## config.mk

```make
export PLATFORM = sky130hd
export DESIGN_NAME = status_irq_ctrl
export DESIGN_NICKNAME = d
export VERILOG_FILES = /design/src/rtl/status_irq_pkg.sv /design/src/rtl/status_gate.sv /design/src/rtl/status_flag.sv /design/src/rtl/status_irq_ctrl.sv
export SDC_FILE = /design/constraint.sdc
export NUM_CORES = 1
export LEC_CHECK = 0
export BUFFER_PORTS_ARGS = -buffer_cell sky130_fd_sc_hd__buf_4
export CORE_AREA = 2 2 39 41
export CTS_BUF_LIST = sky130_fd_sc_hd__clkbuf_2 sky130_fd_sc_hd__clkbuf_4 sky130_fd_sc_hd__clkbuf_8
export CTS_CLUSTER_DIAMETER = 50
export CTS_CLUSTER_SIZE = 14
export DETAILED_ROUTE_END_ITERATION = 8
export DIE_AREA = 0 0 41 43
export RECOVER_POWER = 25
export SYNTH_ARGS = -nofsm -noshare
export SYNTH_HDL_FRONTEND = slang
export SYNTH_SLANG_ARGS = --single-unit
```

## constraint.sdc

```tcl
create_clock -name clk_i -period 2.3 [get_ports clk_i]
set_clock_uncertainty 0.1 [all_clocks]
set_input_delay 0.23 -clock clk_i [delete_from_list [all_inputs] [get_ports clk_i]]
set_output_delay 0.23 -clock clk_i [all_outputs]
set_load 0.03 [all_outputs]
```

## src/rtl/status_irq_pkg.sv

```systemverilog
package status_irq_pkg;
  typedef enum logic [1:0] {
    MODE_OFF     = 2'b00,
    MODE_LOWPWR  = 2'b01,
    MODE_STANDBY = 2'b10,
    MODE_RUN     = 2'b11
  } pwr_mode_e;

  localparam int unsigned NUM_CH  = 3;
  localparam int unsigned CH_BATT = 0;
  localparam int unsigned CH_REG  = 1;
  localparam int unsigned CH_CHG  = 2;
  localparam int unsigned ST_W    = 2 * NUM_CH;
endpackage

```

## src/rtl/status_gate.sv

```systemverilog
module status_gate
  import status_irq_pkg::*;
(
  input  logic [1:0]        mode_i,
  input  logic [NUM_CH-1:0] raw_i,
  output logic [NUM_CH-1:0] gated_o
);
  pwr_mode_e mode;
  logic      on_batt, on_reg, on_chg;

  always_comb begin
    mode    = pwr_mode_e'(mode_i);
    on_batt = (mode == MODE_STANDBY) || (mode == MODE_RUN);
    on_reg  = (mode == MODE_RUN);
    on_chg  = (mode != MODE_OFF);
    gated_o          = '0;
    gated_o[CH_BATT] = raw_i[CH_BATT] & on_batt;
    gated_o[CH_REG]  = raw_i[CH_REG]  & on_reg;
    gated_o[CH_CHG]  = raw_i[CH_CHG]  & on_chg;
  end
endmodule

```

## src/rtl/status_flag.sv

```systemverilog
module status_flag #(
  parameter bit RISE_ONLY = 1'b0
) (
  input  logic clk_i,
  input  logic rst_ni,
  input  logic init_i,
  input  logic init_val_i,
  input  logic stat_i,
  input  logic clr_i,
  output logic flag_o,
  output logic stat_o
);
  logic stat_q, flag_q, event_w;

  if (RISE_ONLY) begin : g_rise
    assign event_w = stat_i & ~stat_q;
  end else begin : g_any
    assign event_w = stat_i ^ stat_q;
  end

  always_ff @(posedge clk_i or negedge rst_ni) begin
    if (!rst_ni) begin
      stat_q <= 1'b0;
      flag_q <= 1'b0;
    end else if (init_i) begin
      stat_q <= stat_i;
      flag_q <= init_val_i;
    end else begin
      stat_q <= stat_i;
      flag_q <= event_w | (flag_q & ~clr_i);  // set beats clear
    end
  end

  assign flag_o = flag_q;
  assign stat_o = stat_q;

  if (RISE_ONLY) begin : g_chk_rise
    assert_rise_sets_R5: assert property (@(posedge clk_i) disable iff (!rst_ni)
      (!init_i && stat_i && !stat_o) |=> flag_o);
    assert_fall_ignored_R5: assert property (@(posedge clk_i) disable iff (!rst_ni)
      (!init_i && !stat_i && stat_o && !flag_o) |=> !flag_o);
  end else begin : g_chk_any
    // R4 for battery, R6 for charger
    assert_toggle_sets_R4: assert property (@(posedge clk_i) disable iff (!rst_ni)
      (!init_i && (stat_i != stat_o)) |=> flag_o);
  end

  assert_clear_R7: assert property (@(posedge clk_i) disable iff (!rst_ni)
    (!init_i && clr_i && (stat_i == stat_o)) |=> !flag_o);
  assert_hold_R7: assert property (@(posedge clk_i) disable iff (!rst_ni)
    (!init_i && !clr_i && flag_o) |=> flag_o);
  assert_set_beats_clear_R8: assert property (@(posedge clk_i) disable iff (!rst_ni)
    (!init_i && clr_i && stat_i && !stat_o) |=> flag_o);
endmodule

```

## src/rtl/status_irq_ctrl.sv

```systemverilog
module status_irq_ctrl
  import status_irq_pkg::*;
(
  input  logic              clk_i,
  input  logic              rst_ni,
  input  logic [1:0]        mode_i,
  input  logic [NUM_CH-1:0] raw_i,
  input  logic [NUM_CH-1:0] clr_i,
  output logic              irq_o,
  output logic [ST_W-1:0]   status_o
);
  logic [NUM_CH-1:0] gated, init_val, flags, stats;
  logic              init_q;

  status_gate u_gate (
    .mode_i  (mode_i),
    .raw_i   (raw_i),
    .gated_o (gated)
  );

  // first cycle after reset loads power-up flag values
  always_ff @(posedge clk_i or negedge rst_ni) begin
    if (!rst_ni) init_q <= 1'b1;
    else         init_q <= 1'b0;
  end

  always_comb begin
    init_val          = '0;
    init_val[CH_BATT] = ~gated[CH_CHG];
    init_val[CH_CHG]  = gated[CH_CHG];
  end

  for (genvar i = 0; i < NUM_CH; i++) begin : g_ch
    status_flag #(.RISE_ONLY(i == CH_REG)) u_flag (
      .clk_i      (clk_i),
      .rst_ni     (rst_ni),
      .init_i     (init_q),
      .init_val_i (init_val[i]),
      .stat_i     (gated[i]),
      .clr_i      (clr_i[i]),
      .flag_o     (flags[i]),
      .stat_o     (stats[i])
    );
    // serial order: battery pair first
    assign status_o[2*(NUM_CH-1-i)+1] = flags[i];
    assign status_o[2*(NUM_CH-1-i)]   = stats[i];
  end

  assign irq_o = |flags;

  assert_off_masks_R3: assert property (@(posedge clk_i) disable iff (!rst_ni)
    (mode_i == MODE_OFF) |=> (status_o[4] == 1'b0 && status_o[2] == 1'b0 && status_o[0] == 1'b0));
  assert_lowpwr_batt_R1: assert property (@(posedge clk_i) disable iff (!rst_ni)
    (mode_i == MODE_LOWPWR) |=> (status_o[4] == 1'b0));
  assert_reg_masked_R2: assert property (@(posedge clk_i) disable iff (!rst_ni)
    (mode_i != MODE_RUN) |=> (status_o[2] == 1'b0));
  assert_irq_flags_R10: assert property (@(posedge clk_i) disable iff (!rst_ni)
    irq_o == (status_o[5] | status_o[3] | status_o[1]));
  assert_powerup_R9: assert property (@(posedge clk_i) disable iff (!rst_ni)
    init_q |=> (status_o[5] == ~status_o[0] && status_o[1] == status_o[0] && !status_o[3]));
endmodule

```

==> run metrics <==
status=finished, final reports clean; Fin. Hold Viols=0; GR Overflow Total=0; Hold Crit Start=raw_i[2]; Die Y-Extent=~43 um; Reg2Reg Setup Slack=1240 ps; cell breakdown of the critical path=or3_1 -> buf_4; worst hold endpoint=g_ch[2].u_flag.stat_o; CTS buffer count=3; Avg Synthesized Cell Area=about 11 sq um; largest net degree at the start of global routing=8; 1st-iter DRT viols=1; CTS tree=yes; synth top area cells=dfrtp_1 45%, buf_4 14%, dfstp_2 8.0%; Synth Flop Type=dfrtp_1; Synth async-reset ratio=between 90% and 100%; Clock Tree Buf Depth=2; top cell type's share of synthesized area=a little under half; CP endpoint kind=output port; Hold Buf Count CTS=1; DR WL/cell=roughly 9 um; drt drc=0; Sink Count=7; Routed WL=544 um; die width=41 um; Worst Path Max Fanout=3; fin crit share=between 60% and 70%; worst skew pair latency=240 ps; kind of cell adding the most delay to the critical path=flip-flops; Syn Std Cell Area=330 sq um; count of cell types in the netlist=17; Die Area=roughly 1800 sq um; WS Path Type=reg2out; post-synth top area cell=dfrtp_1; drt first pass iters=2; routed via count=roughly 260; critical path's largest stage delay=around 380 ps; initial antenna violation count=0; GPL Wtd Cong=approximately 0.6; hold crit path type=in2reg; sequential area share after synthesis=roughly 53%; final setup violating endpoints=0; Core Area=between 1000 and 1500 sq um; I/O pins=17; CP required=1970 ps; EDFF count, synth=0; RSZ-0062 raised after global routing=false; clock root buffer=clkbuf_4; min Tclk post-route=1490 ps; Yosys warnings=0; first-pass GRT wire length=around 880 um; synth cell count leaders=6 x buf_4, 6 x dfrtp_1, 3 x a21oi_1; final antenna-violating net count=0; H-tree depth=1; Synth Instances=30; maximum clock frequency=between 600 and 700 MHz; Slew Viols, Final=0; FF+latch count, synth=7; Max VDD drop=between 0.0002 and 0.00025 V; layout cells sized above 1=approximately half; Leakage=between 0.2 and 0.25 nW; ant diodes=0; Nets=between 50 and 60; Port Buffers=16; Site Rows=14; Reg clk slew, reported paths=50 ps; max-cap violation count=0; setup TNS=0 ps; Critical Path AT=roughly 1200 ps; DP Wirelength=about 440 um; Setup crit start kind=flip-flop; setup bufs post-CTS=0; Slowest-stage cell, CP=dfrtp_1; vias per cell=~4.2; hold-critical path depth=3; vias in the first global route=approximately 250; Power per Cell Area=between 700 and 800 nW/um^2; Design Power=0.321 mW; R2R Path End=g_ch[2].u_flag.flag_o; CTS-repair resized insts=0; syn nets=40; P&R area growth vs syn=37.9%; Starting Density=roughly a quarter; worst r2r src=init_q; GRT Overall Usage=slightly below 8%; worst r2r path cells=3; CP Buf/Inv Count=1
==> power breakdown <==
group          internal [mW]  switching [mW]  leakage [nW]
clock                 0.0778          0.0420        0.0184
combinational         0.0291          0.0338         0.113
sequential             0.133         0.00576        0.0853
==> flip-flops by register name, summed over array words and instances (netlist names) <==
name                count
g_ch.u_flag.stat_o      3
g_ch.u_flag.flag_o      3
init_q                  1
==> how the worst max path moves through the flow <==
| stage | slack [ps] | to | startpoint | cells after the start |
|---|---|---|---|---|
| after global placement | 1080 | irq_o | g_ch[0].u_flag.flag_o | 2 |
| after detailed placement | 1060 | irq_o | g_ch[0].u_flag.flag_o | 2 |
| after floorplan | 1100 | irq_o | g_ch[0].u_flag.flag_o | 1 |
| after global routing | 750 | irq_o | g_ch[0].u_flag.flag_o | 2 |
| final | 810 | irq_o | g_ch[0].u_flag.flag_o | 2 |
| after CTS | 790 | irq_o | g_ch[0].u_flag.flag_o | 2 |
==> area by class of cell <==
type	instances	area (sq um)
clock buffers	4	30.0
repair buffers	17	123
multi-input cells	15	98.8
inverters	2	7.51
fillers	149	928
well taps	16	20.0
flip-flops and latches	7	176
==> metrics by stage <==
step           setup slack, ps  instance area [sq um]  instances  utilization [%]  hold WS (ps)
2_1_floorplan             1100                    330         30                -          -166
3_3_place_gp              1080                    425         56             30.7         -54.8
3_5_place_dp              1060                    425         56             30.7         -53.0
4_1_cts                    789                    465         61             33.6           118
5_1_grt                    751                    455         61             32.9           144
6_report                   806                    455         61             32.9           139
==> cell usage in the layout (no fill, tap or decap), drive strengths merged <==
cell type	netlist	routed
o21ai	1	1
o211ai	1	1
nand2b	2	2
or3	1	1
dlygate4sd3	0	1
nand3b	1	1
dfstp	1	1
a21oi	3	3
a22oi	1	1
inv	2	2
xnor2	1	1
nor3b	1	1
and3	1	1
conb	1	1
clkbuf	0	6
dfrtp	6	6
buf	6	14
and2	1	1
==> worst reg2reg max path: cells and delay by family, from the launching register on <==
kind	cells	cell delay, ps
compound gates	2	200
flops	1	570
simple gates	1	60
==> cells by family after synthesis <==
family,Yosys count,share of synthesized area [%]
buffers and inverters,8,15.9
AOI/OAI and AO/OA,6,11.7
and+or+nand+nor,7,15.2
DFF,7,53.4
other,1,1.14
xor gates and xnor gates,1,2.65
==> per-layer routing <==
metal	GRT usage, %	vias to the layer above	share of wire (%)
met5	0	-	0
met3	3.14	0	14
met2	11.3	16	45
met4	8.00	0	0
met1	7.89	114	41
li1	-	126	-
No activity file was read; power rests on OpenSTA's default activity.
